**src/rtl/cim_pkg.sv**
```systemverilog
package cim_pkg;
  typedef struct packed {
    logic act_signed;
    logic wt_signed;
  } cim_mode_t;
endpackage

```
**src/rtl/cim_weight_store.sv**
```systemverilog
module cim_weight_store #(
  parameter int N_IN   = 256,
  parameter int W_BITS = 4,
  parameter int AW     = 8
) (
  input  logic                         clk_i,
  input  logic                         rst_ni,
  input  logic                         we_i,
  input  logic [AW-1:0]                waddr_i,
  input  logic [W_BITS-1:0]            wdata_i,
  output logic [W_BITS-1:0][N_IN-1:0]  col_o
);
  logic [W_BITS-1:0][N_IN-1:0] bits_q;

  // stored by bit column so each tree sees one contiguous vector
  always_ff @(posedge clk_i or negedge rst_ni) begin
    if (!rst_ni) begin
      bits_q <= '0;
    end else if (we_i) begin
      for (int b = 0; b < W_BITS; b++) bits_q[b][waddr_i] <= wdata_i[b];
    end
  end

  assign col_o = bits_q;
endmodule

```
**src/rtl/cim_bit_tree.sv**
```systemverilog
module cim_bit_tree #(
  parameter int N_IN   = 256,
  parameter int TREE_W = $clog2(N_IN + 1)
) (
  input  logic [N_IN-1:0]   act_n_i,
  input  logic [N_IN-1:0]   wt_n_i,
  output logic [TREE_W-1:0] sum_o
);
  logic [N_IN-1:0] prod;

  // NOR of inverted operands == AND of true values
  assign prod = ~(act_n_i | wt_n_i);

  always_comb begin
    sum_o = '0;
    for (int i = 0; i < N_IN; i++) sum_o = sum_o + TREE_W'(prod[i]);
  end
endmodule

```
**src/rtl/cim_nibble_combine.sv**
```systemverilog
module cim_nibble_combine #(
  parameter int W_BITS = 4,
  parameter int TREE_W = 9,
  parameter int NIB_W  = TREE_W + W_BITS + 1
) (
  input  logic [W_BITS-1:0][TREE_W-1:0] sum_i,
  input  logic                          wt_signed_i,
  output logic signed [NIB_W-1:0]       nib_o
);
  always_comb begin
    nib_o = '0;
    for (int b = 0; b < W_BITS; b++) begin
      if (b == W_BITS - 1 && wt_signed_i)
        nib_o = nib_o - (NIB_W'(sum_i[b]) << b);
      else
        nib_o = nib_o + (NIB_W'(sum_i[b]) << b);
    end
  end
endmodule

```
**src/rtl/cim_shift_acc.sv**
```systemverilog
module cim_shift_acc #(
  parameter int D_BITS = 8,
  parameter int NIB_W  = 14,
  parameter int ACC_W  = NIB_W + D_BITS
) (
  input  logic                    clk_i,
  input  logic                    rst_ni,
  input  logic                    start_i,
  input  logic                    act_signed_i,
  input  logic signed [NIB_W-1:0] nib_i,
  output logic                    busy_o,
  output logic                    done_o,
  output logic signed [ACC_W-1:0] acc_o
);
  localparam int IDX_W = (D_BITS > 1) ? $clog2(D_BITS) : 1;

  logic [IDX_W-1:0]        idx_q, cur_idx;
  logic                    busy_q, done_q, active, last;
  logic signed [ACC_W-1:0] acc_q, ext, shifted, term;

  assign cur_idx = busy_q ? idx_q : '0;
  assign active  = busy_q | start_i;
  assign last    = active && (cur_idx == IDX_W'(D_BITS - 1));
  assign ext     = {{(ACC_W-NIB_W){nib_i[NIB_W-1]}}, nib_i};
  assign shifted = ext <<< cur_idx;
  assign term    = (act_signed_i && cur_idx == IDX_W'(D_BITS - 1)) ? -shifted : shifted;

  always_ff @(posedge clk_i or negedge rst_ni) begin
    if (!rst_ni) begin
      idx_q  <= '0;
      busy_q <= 1'b0;
      done_q <= 1'b0;
      acc_q  <= '0;
    end else begin
      done_q <= last;
      if (active) begin
        acc_q  <= (start_i ? '0 : acc_q) + term;
        idx_q  <= cur_idx + IDX_W'(1);
        busy_q <= !last;
      end
    end
  end

  assign busy_o = busy_q;
  assign done_o = done_q;
  assign acc_o  = acc_q;
endmodule

```
**src/rtl/cim_slice.sv**
```systemverilog
module cim_slice
  import cim_pkg::*;
#(
  parameter int N_IN   = 256,
  parameter int W_BITS = 4,
  parameter int D_BITS = 8,
  parameter int AW     = $clog2(N_IN),
  parameter int TREE_W = $clog2(N_IN + 1),
  parameter int NIB_W  = TREE_W + W_BITS + 1,
  parameter int ACC_W  = NIB_W + D_BITS
) (
  input  logic                    clk_i,
  input  logic                    rst_ni,
  input  logic                    wr_en_i,
  input  logic [AW-1:0]           wr_addr_i,
  input  logic [W_BITS-1:0]       wr_data_i,
  input  logic                    start_i,
  input  logic                    act_signed_i,
  input  logic                    wt_signed_i,
  input  logic [N_IN-1:0]         act_plane_i,
  output logic signed [ACC_W-1:0] result_o,
  output logic                    done_o,
  output logic                    busy_o
);
  logic                         busy, start_ok, wr_ok;
  cim_mode_t                    mode_q, mode_cur;
  logic [W_BITS-1:0][N_IN-1:0]  wt_cols;
  logic [W_BITS-1:0][TREE_W-1:0] bit_sum;
  logic signed [NIB_W-1:0]      nib;
  logic [N_IN-1:0]              act_n;

  assign start_ok = start_i & ~busy;
  // writes never land in a run, nor in the cycle a run opens
  assign wr_ok    = wr_en_i & ~busy & ~start_i;
  assign mode_cur = busy ? mode_q : '{act_signed: act_signed_i, wt_signed: wt_signed_i};
  assign act_n    = ~act_plane_i;

  always_ff @(posedge clk_i or negedge rst_ni) begin
    if (!rst_ni)       mode_q <= '0;
    else if (start_ok) mode_q <= mode_cur;
  end

  cim_weight_store #(.N_IN(N_IN), .W_BITS(W_BITS), .AW(AW)) u_store (
    .clk_i, .rst_ni, .we_i(wr_ok), .waddr_i(wr_addr_i), .wdata_i(wr_data_i),
    .col_o(wt_cols)
  );

  for (genvar b = 0; b < W_BITS; b++) begin : g_tree
    cim_bit_tree #(.N_IN(N_IN), .TREE_W(TREE_W)) u_tree (
      .act_n_i(act_n), .wt_n_i(~wt_cols[b]), .sum_o(bit_sum[b])
    );
  end

  cim_nibble_combine #(.W_BITS(W_BITS), .TREE_W(TREE_W), .NIB_W(NIB_W)) u_comb (
    .sum_i(bit_sum), .wt_signed_i(mode_cur.wt_signed), .nib_o(nib)
  );

  cim_shift_acc #(.D_BITS(D_BITS), .NIB_W(NIB_W), .ACC_W(ACC_W)) u_acc (
    .clk_i, .rst_ni, .start_i(start_ok), .act_signed_i(mode_cur.act_signed),
    .nib_i(nib), .busy_o(busy), .done_o(done_o), .acc_o(result_o)
  );

  assign busy_o = busy;
endmodule

```
**config.mk**
```make
export PLATFORM = sky130hd
export DESIGN_NAME = cim_slice
export DESIGN_NICKNAME = d
export VERILOG_FILES = /design/src/rtl/cim_pkg.sv /design/src/rtl/cim_weight_store.sv /design/src/rtl/cim_bit_tree.sv /design/src/rtl/cim_nibble_combine.sv /design/src/rtl/cim_shift_acc.sv /design/src/rtl/cim_slice.sv
export SDC_FILE = /design/constraint.sdc
export NUM_CORES = 2
export LEC_CHECK = 0
export BUFFER_PORTS_ARGS = -buffer_cell sky130_fd_sc_hd__buf_2
export CAP_MARGIN = 20
export CORE_ASPECT_RATIO = 0.75
export CORE_MARGIN = 2
export CORE_UTILIZATION = 40
export CTS_CLUSTER_DIAMETER = 120
export DETAILED_ROUTE_END_ITERATION = 10
export GPL_TIMING_DRIVEN = 0
export PLACE_DENSITY_LB_ADDON = 0.3
export SYNTH_ARGS = -nofsm -noshare
export SYNTH_HDL_FRONTEND = slang
export SYNTH_SLANG_ARGS = --single-unit
```
**constraint.sdc**
```tcl
create_clock -name clk_i -period 12.5 [get_ports clk_i]
set_input_delay 0.625 -clock clk_i [delete_from_list [all_inputs] [get_ports clk_i]]
set_output_delay 0.625 -clock clk_i [all_outputs]
set_load 0.01 [all_outputs]
```
### Word level (Yosys, flattened, before mapping)

Index checks and enable logic that the tools add are counted.

| word-level totals | value |
|---|---|
| bits in read-only memories | 0 |
| output and inout port bits | 24 |
| memories | 0 |
| bits in writable memories | 0 |
| latch bits | 0 |
| register bits after elaboration | 1053 |
| word-level logic and storage cells | 1075 |

| operators by class | value |
|---|---|
| bitwise operators | 19 |
| divide/modulo/power cells | 0 |
| shifts and indexed selects | 1 |
| $lt $le $gt $ge | 2 |
| reductions and logical operators | 4 |
| add/subtract/negate cells | 1027 |
| $mul | 0 |
| equality and inequality tests | 1 |
| mux-type cells | 11 |

Operators by type and width:

| operator | number |
|---|---|
| 9-bit by 1-bit adder with 9-bit output | 1016 |
| 256-bit NOT | 9 |
| 256-bit bitwise mux | 4 |
| 256-bit bitwise OR | 4 |
| 22-bit two-way mux | 2 |
| 22-bit adder | 1 |
| 22-bit negator | 1 |
| 14-bit by 3-bit <<< shifter with 22-bit output | 1 |
| 14-bit by 11-bit adder with 14-bit output | 1 |
| 14-bit by 12-bit adder with 14-bit output | 1 |
| 14-bit two-way mux | 1 |
| 14-bit by 12-bit subtractor with 14-bit output | 1 |
| 9-bit by 10-bit adder with 11-bit output | 1 |
| 8-bit by 9-bit less-than comparator with 1-bit output, second input constant | 1 |
| 1-bit by 1-bit adder with 2-bit output | 4 |
| 1-bit demux with 8-bit select | 1 |
| 8-bit by 1-bit >= comparator with 1-bit output, second input constant | 1 |
| 3-bit by 1-bit adder with 3-bit output, second input constant | 1 |
| 1-bit AND | 3 |
| 3-bit == test, second input constant | 1 |
| 1-bit logical AND | 3 |
| 3-bit two-way mux | 1 |
| 2-bit two-way mux | 1 |
| 1-bit NOT | 2 |
| other kinds (3) | 3 |

### Depth between registers and ports, before layout

| logic depth | value |
|---|---|
| depth after elaboration | 266 |
| gate-level depth with buffers | 64 |

### Modules after synthesis

A second synthesis with hierarchy kept.

| second synthesis, totals | value |
|---|---|
| cells, all modules | 7754 |
| area total of the unflattened synthesis | 81692.1 µm² |

By module, submodules not included:

| module | times used | area an instance (µm²) | cells each |
|---|---|---|---|
| cim_weight_store | 1 | 40909.2 | 2554 |
| cim_bit_tree at g_tree[0].u_tree ... | 2 | 7791.2 | 836 |
| cim_bit_tree at g_tree[3].u_tree | 1 | 7858.8 | 852 |
| cim_bit_tree at g_tree[2].u_tree | 1 | 7787.5 | 836 |
| cim_slice | 1 | 4932.2 | 1289 |
| cim_shift_acc | 1 | 3276.9 | 386 |
| cim_nibble_combine | 1 | 1345.0 | 165 |

### Least setup slack after synthesis

Ideal clock, no wire load.

| timing | value |
|---|---|
| kind | input-to-reg |
| start point | input act_plane_i[190] |
| end point | register u_acc.acc_q[21], in the netlist u_acc.acc_o[21] |
| data arrival time | 13.790 ns |
| stages | 55 |
| path slack | -1.417 ns |
| library setup time | 0.127 ns |
| path through | and2_1 > fa_1 > inv_1 > fa_1 > fa_1 > inv_1 > fa_1 > inv_1 > fa_1 > inv_1 > fa_1 > inv_1 > fa_1 > fa_1 > inv_1 > fa_1 > fa_1 > fa_1 > [19 not listed] > o221ai_2 > a21oi_2 > inv_1 > o21ai_0 > xor2_1 > ha_1 > a21o_1 > a21o_1 > a21o_1 > a21oi_1 > o211ai_1 > a31oi_1 > o21bai_1 > a2111oi_0 > or3_1 > xnor3_1 > a21oi_1 > o22ai_1 |

| on the way | value |
|---|---|
| longest elaborated chain between the ends | 77 |

Ends and longest elaborated chain:

| item | line | source |
|---|---|---|
| start: declaration | cim_slice.sv:20 | `input logic [N_IN-1:0] act_plane_i,` |
| 256-bit NOT * | cim_slice.sv:36 | `assign act_n = ~act_plane_i;` |
| 256-bit bitwise OR | cim_bit_tree.sv:12 | `assign prod = ~(act_n_i \| wt_n_i);` |
| 256-bit NOT | cim_bit_tree.sv:12 |  |
| 9-bit by 1-bit adder with 9-bit output (66 in a row) | cim_bit_tree.sv:16 | `for (int i = 0; i < N_IN; i++) sum_o = sum_o + TREE_W'(prod[i]);` |
| 9-bit by 10-bit adder with 11-bit output | cim_nibble_combine.sv:16 | `nib_o = nib_o + (NIB_W'(sum_i[b]) << b);` |
| 14-bit by 11-bit adder with 14-bit output | cim_nibble_combine.sv:16 |  |
| 14-bit by 12-bit adder with 14-bit output or 14-bit by 12-bit subtractor with 14-bit output (tied branches) | cim_nibble_combine.sv:16, cim_nibble_combine.sv:14 |  |
| 14-bit two-way mux * | cim_nibble_combine.sv:13 | `if (b == W_BITS - 1 && wt_signed_i)` |
| 14-bit by 3-bit <<< shifter with 22-bit output * | cim_shift_acc.sv:25 | `assign shifted = ext <<< cur_idx;` |
| 22-bit negator | cim_shift_acc.sv:26 | `assign term = (act_signed_i && cur_idx == IDX_W'(D_BITS - 1)) ? -shifted : shifted;` |
| 22-bit two-way mux * | cim_shift_acc.sv:26 |  |
| 22-bit adder * | cim_shift_acc.sv:37 | `acc_q <= (start_i ? '0 : acc_q) + term;` |
| end signal: assignment | cim_shift_acc.sv:37 |  |
| end: declaration | cim_shift_acc.sv:19 | `logic signed [ACC_W-1:0] acc_q, ext, shifted, term;` |

Mark *: on every way between the ends. The rest lies on a longest branch, timed or not.
A chain may end at the register's enable or synchronous reset.

### Final worst setup path

| timing | value |
|---|---|
| start point | register u_store.bits_q (netlist bit u_store.col_o[214]) |
| end point | register u_acc.acc_q[21], in the netlist u_acc.acc_o[21] |

| on the way | value |
|---|---|
| longest elaborated chain between the ends | 53 |

Ends and longest elaborated chain:

| item | line | source |
|---|---|---|
| start: declaration | cim_weight_store.sv:13 | `logic [W_BITS-1:0][N_IN-1:0] bits_q;` |
| start signal: assignment | cim_weight_store.sv:18 | `bits_q <= '0;` |
| 256-bit NOT * | cim_slice.sv:50 | `.act_n_i(act_n), .wt_n_i(~wt_cols[b]), .sum_o(bit_sum[b])` |
| 256-bit bitwise OR * | cim_bit_tree.sv:12 |  |
| 256-bit NOT * | cim_bit_tree.sv:12 |  |
| 9-bit by 1-bit adder with 9-bit output * (42 in a row) | cim_bit_tree.sv:16 |  |
| 9-bit by 10-bit adder with 11-bit output * | cim_nibble_combine.sv:16 |  |
| 14-bit by 11-bit adder with 14-bit output * | cim_nibble_combine.sv:16 |  |
| 14-bit by 12-bit adder with 14-bit output or 14-bit by 12-bit subtractor with 14-bit output (tied branches) | cim_nibble_combine.sv:16, cim_nibble_combine.sv:14 |  |
| 14-bit two-way mux * | cim_nibble_combine.sv:13 |  |
| 14-bit by 3-bit <<< shifter with 22-bit output * | cim_shift_acc.sv:25 |  |
| 22-bit negator | cim_shift_acc.sv:26 |  |
| 22-bit two-way mux * | cim_shift_acc.sv:26 |  |
| 22-bit adder * | cim_shift_acc.sv:37 |  |

Marks and branches as above.

==> run_results.csv <==
group,metric,value,unit
floorplan,chipHeight,378,µm
global_routing,grtUsageMet1,0.401,
floorplan,coreArea,186000,µm²
synthesis,synth-seq-cells,1053,
floorplan,rows,137,
cts,cts_tree,"yes",
placed_design,gp_congestion,1.02,
floorplan,start_util,0.402,
placed_design,post-place-ws,-2.78,ns
cts,clk_pin_slew,0.08,ns
power,cell_internal_pwr,7.51,mW
layout,fillCellCount,17088,
power,clockPowerShare,0.332,
global_routing,antenna_found_initial,121,
job,cap_viol_max_count,0,
sta,final.setup_skew,0.0733,ns
power,vdd_ir_drop_max,0.227,mV
floorplan,pin_count,298,
placed_design,placedCellCount,9207,
drt,avgRoutedWirePerCell,28.4,µm
layout,final_nets,8350,
setup_path,cp-start-kind,"flop",
global_routing,grt_pass1_wl,383000,µm
synthesis,yosysSeqAreaShare,0.353,
drt,drt-initial-drc-count,4938,
floorplan,die_w,503,µm
sta,worst_pin_slew,1.29,ns
cts,clk_path_buf_depth,3,
layout,drive_gt1_frac,0.262,
worst_hold_path,hold_class,"in2reg",
layout,fin_cells,9509,
placed_design,portBuffers,292,
sta,rsz0062_at_grt,"yes",
global_routing,grt_overflow,0,
power,p_sw,3.95,mW
layout,area_growth,14.6,%
global_routing,grt_pass1_vias,52489,
sta,layout_setup_ws,-1.81,ns
power,p_comb_frac,0.355,
synthesis,ys_types,68,
cts,clk_latency,0.82,ns
synthesis,syn_area,74600,µm²
synthesis,synth_edf_count,0,
outcome,status,"finished with violations",
synthesis,syn_inst,6378,
drt,drt_wl_total,270000,µm
layout,multi_input_area,44700,µm²
cts,cts_root_buffer,"clkbuf_16",
setup_path,endpoint_kind,"flop",
synthesis,synth_top_flop_cell,"dfrtp_1",
synthesis,synthArstFlopShare,1.00,
setup_path,critPathMaxFanout,4,
power,p_leak,43.5,nW
setup_path,cp.required,13.15,ns
synthesis,synth.avg_cell_area,11.7,µm²
cts,cts_buffers,115,
setup_path,crit_arrival,14.96,ns
floorplan,die_area,190000,µm²
global_routing,top_usage_layer,"met2",
drt,vias,50158,
synthesis,yosys_warnings,0,
synthesis,syn_nets,7846,
global_routing,grt_use_met2,0.423,
sta,fmax,69.9,MHz
setup_path,path_class,"reg2reg",
placed_design,dp_hpwl,223000,µm
global_routing,grt_usage,0.288,
layout,seqCellArea,26400,µm²
power,seq_power_share,0.312,
cts,cts_sinks,1053,
setup_path,crit_slowest_cell,"fa_2",
outcome,violations,"setup timing",
setup_path,ff2ff_setup_slack,-1.81,ns
setup_path,crit_top_cell,"fa_1",
sta,hold_viol,0,
power,p_sw_frac,0.345,
drt,first_pass_iters,6,
drt,route.detailed.drc,0,
drt,via_per_inst,5.27,
sta,final_max_slew_viol_count,0,
setup_path,max_stage_delay,0.77,ns
sta,finalCriticalPeriod,14.31,ns
power,powerDensity,134,nW/µm²
sta,finalSetupViolations,15,
global_routing,grt_start_max_net_pins,163,
sta,fin_crit_sh,1.15,
cts,h-tree-depth,3,
global_routing,use_met3,0.0989,
sta,relSlewSlack,0.139,
drt,antenna_left,0,
Yosys cell counts (all sizes together), types with 7 or more instances:
master     n  area share
nand3     21      0.0015
nor2     277       0.014
xor2      36      0.0042
nor2b     20      0.0017
o21ai     72      0.0048
ha       221       0.037
inv      986       0.050
o211ai    11      0.0011
mux2i     12      0.0016
buf       13     0.00091
mux2    1035        0.16
fa       973        0.26
nand2b    23      0.0019
a21oi     54      0.0037
nand2    725       0.036
nor3      21      0.0014
o22ai      9     0.00076
a21o      29      0.0029
clkbuf   166      0.0084
dfrtp   1053        0.35
o21bai    16      0.0016
o21a       7     0.00070
xnor2     45      0.0053
and2     465       0.039
o31ai     10      0.0012
routing by layer:
layer | vias up | share of wire
li1 | 21049 | -
met1 | 26471 | 0.42
met2 | 2086 | 0.43
met3 | 494 | 0.11
met4 | 58 | 0.034
met5 | - | 0.0014
registers in the layout (all words and copies together) (netlist names):
name and count:
u_acc.acc_o 22, u_acc.busy_o 1, u_acc.done_o 1, u_acc.idx_q 3, u_store.col_o 1024, mode_q 2
per-stage QoR:
step                      total power, mW  TNS (ns)  area [µm²]  utilization  hold slack, ns
final                                11.5    -13.15       85400        0.460           0.124
after global routing                 12.0    -19.69       85400        0.460          0.0936
after CTS                            11.1    -12.66       84900        0.457          0.0761
after detailed placement             6.90    -25.33       80000        0.431           0.486
after global placement               6.85         -       79300        0.427           0.475
after floorplan                      5.88     -2.98       74700            -           0.329
cells by family after synthesis:
| logic type | count (synthesis) | share of synthesized area |
|---|---|---|
| AOI/OAI and AO/OA | 259 | 0.0232 |
| xor gates and xnor gates | 82 | 0.00982 |
| adders and majority gates | 1194 | 0.298 |
| buffers and inverters | 1165 | 0.0589 |
| DFF | 1053 | 0.353 |
| muxes | 1047 | 0.158 |
| and+or+nand+nor | 1578 | 0.0984 |
worst max-delay path: cells and delay by family, from the launching register on:
family,cells,cell delay [ns]
simple gates,8,1.65
flops,1,0.37
fa+ha+maj,19,8.39
compound gates,13,2.57
buf+inv,8,0.65
xor+xnor,3,0.51
placed cells by master, fill, tap and decap left out, types with 33 or more instances in the layout:
cell and instances:
clkbuf_1 163, buf_2 295, nor2_1 274, dfrtp_1 1053
clkbuf_16 115, fa_2 34, buf_4 50, mux2_2 1032
a21oi_1 35, ha_1 210, clkbuf_8 35, inv_1 969
xor2_1 33, nand2_1 719, fa_1 939, and2_1 454
final timing paths:
kind                                     from             endpoint  cells after the start
max                        u_store.col_o[214]      u_acc.acc_o[21]                     51
min                              act_signed_i            mode_q[1]                      2
max reg2reg                u_store.col_o[214]      u_acc.acc_o[21]                     51
min reg2reg                    u_acc.acc_o[5]       u_acc.acc_o[5]                      2
max in group asynchronous              rst_ni  u_store.col_o[1014]                      5
min in group asynchronous              rst_ni      u_acc.acc_o[14]                      2
power by group through the flow:
| stage | clock [mW] | combinational (mW) | sequential (mW) |
|---|---|---|---|
| final | 3.81 | 4.07 | 3.58 |
| after global routing | 3.98 | 4.43 | 3.59 |
| after CTS | 3.84 | 3.70 | 3.58 |
| after detailed placement | 0 | 3.26 | 3.64 |
| after global placement | 0 | 3.21 | 3.64 |
| after floorplan | 0 | 2.24 | 3.64 |
cell type report:
type,count,area share
Antenna cell,27,0.000791
Inverter,986,0.0434
Buffer,178,0.00872
Multi-Input combinational cell,4160,0.523
Clock inverter,53,0.00913
Sequential cell,1053,0.308
Tap cell,2502,0.0366
Timing Repair Buffer,388,0.0306
Clock buffer,162,0.0395
timing repair:
item | CTS | global route
pin swaps | 82 | 87
resized for setup | 120 | 83
endpoints found under the setup margin | 15 | 15
endpoints found under the hold margin | 126 | 0
buffers inserted | 40 | 23
hold buffers | 1 | 0
(Power assumes the default switching activity.)
